## src/rtl/mem_guard.sv

```systemverilog
module mem_guard #(
  parameter int AW   = 32,
  parameter int NREG = 8,
  localparam int IW  = $clog2(NREG),
  localparam int ATW = 10
) (
  input  logic           clk,
  input  logic           rst_n,
  input  logic           ctl_we,
  input  logic           ctl_en_in,
  input  logic           ctl_bg_in,
  input  logic           cfg_we,
  input  logic [IW-1:0]  cfg_idx,
  input  logic [AW-1:0]  cfg_base,
  input  logic [4:0]     cfg_size,
  input  logic           cfg_en,
  input  logic [ATW-1:0] cfg_attr,
  input  logic           acc_valid,
  input  logic [AW-1:0]  acc_addr,
  input  logic [1:0]     acc_kind,
  input  logic           acc_priv,
  output logic           acc_ok,
  output logic           hit_valid,
  output logic [IW-1:0]  hit_region,
  output logic [ATW-1:0] hit_attr,
  output logic           flt_valid,
  output logic [AW-1:0]  flt_addr,
  output logic [1:0]     flt_kind
);

  logic            glob_en, bg_en;
  logic [AW-1:0]   r_base [NREG];
  logic [4:0]      r_size [NREG];
  logic            r_en   [NREG];
  logic [ATW-1:0]  r_attr [NREG];
  logic [NREG-1:0] match;
  logic            win_hit;
  logic [IW-1:0]   win;
  logic [ATW-1:0]  sel_attr;
  logic            fetch, wr, perm_ok;

  always_ff @(posedge clk) begin
    if (!rst_n) begin
      glob_en <= 1'b0;
      bg_en   <= 1'b0;
      for (int i = 0; i < NREG; i++) begin
        r_base[i] <= '0;
        r_size[i] <= '0;
        r_en[i]   <= 1'b0;
        r_attr[i] <= '0;
      end
    end else begin
      if (ctl_we) begin
        glob_en <= ctl_en_in;
        bg_en   <= ctl_bg_in;
      end
      if (cfg_we) begin
        r_base[cfg_idx] <= cfg_base;
        r_size[cfg_idx] <= cfg_size;
        r_en[cfg_idx]   <= cfg_en;
        r_attr[cfg_idx] <= cfg_attr;
      end
    end
  end

  for (genvar g = 0; g < NREG; g++) begin : g_match
    logic [AW-1:0] hi_mask;
    assign hi_mask = (r_size[g] == 5'd31) ? '0
                   : ~((AW'(1) << ({1'b0, r_size[g]} + 6'd1)) - AW'(1));
    assign match[g] = r_en[g] && (r_size[g] >= 5'd4) &&
                      (((acc_addr ^ r_base[g]) & hi_mask) == '0);
  end

  always_comb begin
    win_hit = 1'b0;
    win     = '0;
    for (int i = 0; i < NREG; i++)
      if (match[i]) begin
        win_hit = 1'b1;
        win     = IW'(i);
      end
  end

  assign sel_attr = r_attr[win];
  assign fetch    = acc_kind[1];
  assign wr       = ~acc_kind[1] & acc_kind[0];

  always_comb begin
    case (sel_attr[8:6])
      3'b001:                perm_ok = acc_priv;
      3'b010:                perm_ok = acc_priv | ~wr;
      3'b011:                perm_ok = 1'b1;
      3'b101:                perm_ok = ~wr & acc_priv;
      3'b110, 3'b111:        perm_ok = ~wr;
      default:               perm_ok = 1'b0;
    endcase
  end

  assign acc_ok = !glob_en ? 1'b1
                : win_hit  ? (perm_ok && !(fetch && sel_attr[9]))
                :            (acc_priv && bg_en);

  assign hit_valid  = glob_en & win_hit;
  assign hit_region = hit_valid ? win : '0;
  assign hit_attr   = hit_valid ? sel_attr : '0;

  always_ff @(posedge clk) begin
    if (!rst_n) begin
      flt_valid <= 1'b0;
      flt_addr  <= '0;
      flt_kind  <= '0;
    end else begin
      flt_valid <= acc_valid & ~acc_ok;
      if (acc_valid && !acc_ok) begin
        flt_addr <= acc_addr;
        flt_kind <= acc_kind;
      end
    end
  end

  p_fault_capture_r9: assert property (@(posedge clk) disable iff (!rst_n)
    (acc_valid && !acc_ok) |=> (flt_valid && flt_addr == $past(acc_addr) && flt_kind == $past(acc_kind)));

  p_fault_quiet_r9: assert property (@(posedge clk) disable iff (!rst_n)
    !(acc_valid && !acc_ok) |=> !flt_valid);

  p_xn_fetch_r6: assert property (@(posedge clk) disable iff (!rst_n)
    (hit_valid && acc_kind[1] && hit_attr[9]) |-> !acc_ok);

  p_bypass_r8: assert property (@(posedge clk) disable iff (!rst_n)
    !glob_en |-> (acc_ok && !hit_valid && hit_attr == '0));

  p_unpriv_bg_r4: assert property (@(posedge clk) disable iff (!rst_n)
    (glob_en && !hit_valid && !acc_priv) |-> !acc_ok);

  p_full_access_r5: assert property (@(posedge clk) disable iff (!rst_n)
    (hit_valid && hit_attr[8:6] == 3'b011 && !(acc_kind[1] && hit_attr[9])) |-> acc_ok);

endmodule

```

## config.mk

```make
export PLATFORM = sky130hd
export DESIGN_NAME = mem_guard
export DESIGN_NICKNAME = d
export VERILOG_FILES = /design/src/rtl/mem_guard.sv
export SDC_FILE = /design/constraint.sdc
export NUM_CORES = 1
export LEC_CHECK = 0
export BUFFER_PORTS_ARGS = -buffer_cell sky130_fd_sc_hd__buf_2
export CAP_MARGIN = 20
export CORE_MARGIN = 2
export CORE_UTILIZATION = 50
export CTS_CLUSTER_SIZE = 28
export DETAILED_ROUTE_END_ITERATION = 6
export HOLD_SLACK_MARGIN = 0.1
export PLACE_DENSITY_LB_ADDON = 0.12
export REMOVE_ABC_BUFFERS = 1
export SYNTH_ARGS = -nofsm -noshare
export SYNTH_HDL_FRONTEND = slang
export SYNTH_SLANG_ARGS = --single-unit
```

## constraint.sdc

```tcl
create_clock -name clk -period 6.9 [get_ports clk]
set_input_delay 1.035 -clock clk [delete_from_list [all_inputs] [get_ports clk]]
set_output_delay 1.035 -clock clk [all_outputs]
set_load 0.005 [all_outputs]
```

==> results.sh <==
export IMPL_yosys_area_top_type="edfxtp_1"
export IMPL_route_vias_total=25751
export IMPL_maximum_clock_frequency_mhz=148
export IMPL_routabilityCongestion=1.01
export IMPL_final_layout_size_suffix_gt1_frac=0.182
export IMPL_met2RoutedLength_mm=49.6
export IMPL_die_y_um=245
export IMPL_port_buffers=142
export IMPL_clock_buffers_created_by_tritoncts=49
export IMPL_critical_path_max_stage_delay_ns=0.49
export IMPL_layout_nets=3317
export IMPL_synth_top_cells_by_area="edfxtp_1 39%, and2_1 8.8%, xnor2_1 4.9%"
export IMPL_synth_main_ff_cell="edfxtp_1"
export IMPL_post_route_util=0.584
export IMPL_drt_pre_antenna_iters=5
export IMPL_synth_warnings=0
export IMPL_synth_compound_gate_area_share=0.161
export IMPL_timing_final_crit_share=0.977
export IMPL_critical_path_at_ns=5.71
export IMPL_post_route_min_period_ns=6.74
export IMPL_synth_mux_area_fraction=0.0403
export IMPL_cts_tree="yes"
export IMPL_flow_area_growth_from_synthesis_pct=16.0
export IMPL_wire_length_per_cell_after_detailed_routing_um=28.1
export IMPL_hpwlAfterDp_mm=78.5
export IMPL_startpoint_type_of_the_worst_setup_path="flop"
export IMPL_holdPathEnd="flt_addr[9]"
export IMPL_r2r_cells=24
export IMPL_drv_max_cap_violation_count=0
export IMPL_vias_in_the_first_global_route=23923
export IMPL_totalWireLength_mm=113
export IMPL_globalRouteTotalUtil=0.367
export IMPL_drcViolationCount=0
export IMPL_met3RoutedLength_mm=11.7
export IMPL_timing_critical_path_mode_cell="and2_4"
export IMPL_synthesized_area_fraction_occupied_by_xor_and_xnor_cells=0.0932
export IMPL_number_of_enable_flip_flop_cells_after_synthesis=376
export IMPL_count_of_cells_along_the_worst_hold_path=2
export IMPL_tightestPinTransition_ns=1.10
export IMPL_crit_family="compound AO/OA/AOI/OAI gates"
export IMPL_synthSimpleGateAreaFrac=0.230
export IMPL_drt_vias_per_instance=6.42
export IMPL_synth_fa_ha_area_frac=0.0111
export IMPL_clock_sinks=421
export IMPL_worst_path_max_fanout=8
export IMPL_yosysSeqAreaShare=0.421
export IMPL_initial_antenna_violation_count=11
export IMPL_dieWidth_um=245
export IMPL_critPathKind="flop to output port"
export IMPL_outcome="finished, final reports clean"
export IMPL_maximum_number_of_pins_on_one_net_before_global_route_repair=68
export IMPL_synth_top_family_by_area="simple AND/OR/NAND/NOR gates"
export IMPL_cts_max_level=2
export IMPL_worst_clock_skew_ns=0.0333
export IMPL_fin_total_pwr_mw=7.23
export IMPL_placeableCoreArea_um2=57500
export IMPL_pwr_density_cell_nw_per_um2=215
export IMPL_crit_chain="and3_4 > and2_4 > ha_4 > nor3b_4 > mux2_4 > nand2_1 > ha_1 > a221o_1 > or4_4 > a211oi_2 > o2111ai_2 > a2111oi_4 > nand4_1 > buf_4 > buf_4 > and2_4 > and2_4 > a211o_1 > a22o_1 > a2bb2oi_2 > a31o_2 > buf_2"
export IMPL_min_delay_start="flt_addr[9]"
export IMPL_hold_ws_ns=0.458
export IMPL_critical_path_endpoint_type="output port"
export IMPL_crit_required_ns=5.86
export IMPL_worst_hold_path_type="flop to flop"
export IMPL_start_util=0.503
export IMPL_clk_pin_slew_ns=0.06
export IMPL_worst_slew_margin_relative_to_its_limit=0.269
export IMPL_regToRegEndpoint="flt_addr[24]"
export IMPL_syn_mean_instance_area_um2=9.48
export IMPL_synth_ff_latch_count=421
export IMPL_critPathBufInv=3
export IMPL_timing_hold_violations_final=0
export IMPL_yosysTopAreaCellShare=0.390
export IMPL_power_leakage_nw=12.2
export IMPL_timing_max_transition_violations_final=0
export IMPL_ios=143
export IMPL_floorplan_die_area_um2=59800
export IMPL_clkLatencyLatePin_ns=0.61
export IMPL_syn_inst=3052
export IMPL_ir_worst_vdd_uv=242
export IMPL_clock_path_buffers=3
export IMPL_synthDistinctLibCells=103
export IMPL_maxUsedRoutingLayer="met5"
export IMPL_setup_viol_count_final=0
export IMPL_asyncSetResetFlopFracSynth=0
export IMPL_drtIter0Drc=3333
export IMPL_grt_overflow_total=0
export IMPL_wl_met1_mm=45.7
export IMPL_cts_root_buffer="clkbuf_16"
export IMPL_crit_slowest_cell="or4_4"
export IMPL_timing_rr_start="r_size[7][1]"
export IMPL_mappedNetlistArea_um2=28900
export IMPL_rows=88
export IMPL_detail_route_antenna_nets=0
export IMPL_reg2reg_slack_ns=0.99
export IMPL_wire_length_of_the_first_global_routing_pass_mm=162
where the power goes:
group | switching [mW] | leakage [nW] | total, mW | internal [mW]
Combinational | 1.11 | 7.49 | 1.72 | 0.608
Sequential | 0.0695 | 3.97 | 3.00 | 2.93
Clock | 1.10 | 0.749 | 2.51 | 1.41
worst min-delay path, cell delays in order, from the launching register on:
cell and delay [ns]:
dfxtp_1 0.31, nand2_1 0.05, mux2i_1 0.05
Yosys cell counts, types with 31 or more instances:
| cell type | number |
|---|---|
| dfxtp_1 | 45 |
| nand2b_1 | 31 |
| xnor2_1 | 163 |
| nor2b_1 | 33 |
| clkbuf_1 | 180 |
| nor2_1 | 155 |
| inv_1 | 48 |
| mux2i_1 | 84 |
| a21oi_1 | 129 |
| and3_1 | 33 |
| nand3_1 | 68 |
| nand2_1 | 270 |
| a31oi_1 | 32 |
| xor2_1 | 145 |
| o211ai_1 | 46 |
| edfxtp_1 | 376 |
| nor3_1 | 65 |
| o21ai_0 | 130 |
| and2_1 | 406 |
| buf_2 | 35 |
worst max path at each step:
stage                      start     endpoint  slack [ns]  cells past startpoint
floorplan           r_size[2][2]  flt_addr[0]       -1.36                     20
global placement    r_size[1][2]       acc_ok        0.18                     22
detailed placement  r_size[7][1]       acc_ok        0.06                     22
CTS                 r_size[5][1]       acc_ok       -0.02                     19
global route        r_size[6][0]       acc_ok       -0.06                     21
finish              r_size[7][1]       acc_ok        0.16                     22
metrics by stage:
step                instance area, um2  setup TNS [ns]  setup WS, ns  instances
floorplan                        27900          -47.61         -1.36       2809
global placement                 30900               0         0.183       3882
detailed placement               30900               0        0.0624       3882
CTS                              32800         -0.0170       -0.0170       3980
global route                     33600         -0.0574       -0.0574       4004
finish                           33600               0         0.157       4009
routing by layer:
layer	global-route usage	up-vias
met4	0.151	4
met2	0.563	1550
li1	-	11410
met3	0.0683	289
met1	0.511	12498
met5	0	-
kinds of logic after synthesis:
logic type	count (synthesis)
AOI/OAI and AO/OA	662
xor gates and xnor gates	308
adders and majority gates	26
buffers and inverters	294
DFF	421
muxes	112
and+or+nand+nor	1229
cell usage in the layout (no fill, tap or decap), types with 18 or more instances in the layout:
master / netlist / routed
mux2_2: 23 / 21
o21ai_0: 130 / 121
nor2_1: 155 / 142
dfxtp_1: 45 / 45
and2_1: 406 / 403
a211oi_1: 25 / 23
o31ai_1: 30 / 28
nor4_1: 26 / 21
xor2_1: 145 / 145
and3_1: 33 / 30
a31oi_1: 32 / 30
mux2i_1: 84 / 84
buf_4: 3 / 177
nand3_1: 68 / 67
o211ai_1: 46 / 46
nand4_1: 18 / 18
nand2_1: 270 / 265
inv_1: 48 / 46
clkbuf_16: 0 / 50
o2111ai_1: 25 / 24
nor2b_1: 33 / 33
xnor2_1: 163 / 162
edfxtp_1: 376 / 376
buf_2: 35 / 141
nand2b_1: 31 / 29
a21oi_1: 129 / 128
nor3_1: 65 / 60
or3_1: 22 / 18
layout make-up:
class | instances | area (um2)
Inverter | 51 | 199
Fill cell | 5001 | 23900
Multi-Input combinational cell | 2337 | 16300
Timing Repair Buffer | 340 | 2370
Antenna cell | 5 | 12.5
Tap cell | 765 | 957
Clock inverter | 26 | 203
Sequential cell | 421 | 12200
Clock buffer | 64 | 1330
sequential cells by signal (all words and copies together) (netlist names):
signal / cells
r_attr: 80
bg_en: 1
flt_kind: 2
flt_addr: 32
r_size: 40
glob_en: 1
r_base: 256
r_en: 8
flt_valid: 1
repair_timing:
action                                  CTS  global route
hold buffers                              0             0
endpoints found under the setup margin   14            14
buffers inserted                          7            22
pin swaps                                10            39
gates cloned                              1             0
resized for setup                        45           107
Power figures use the tool's default switching activity.
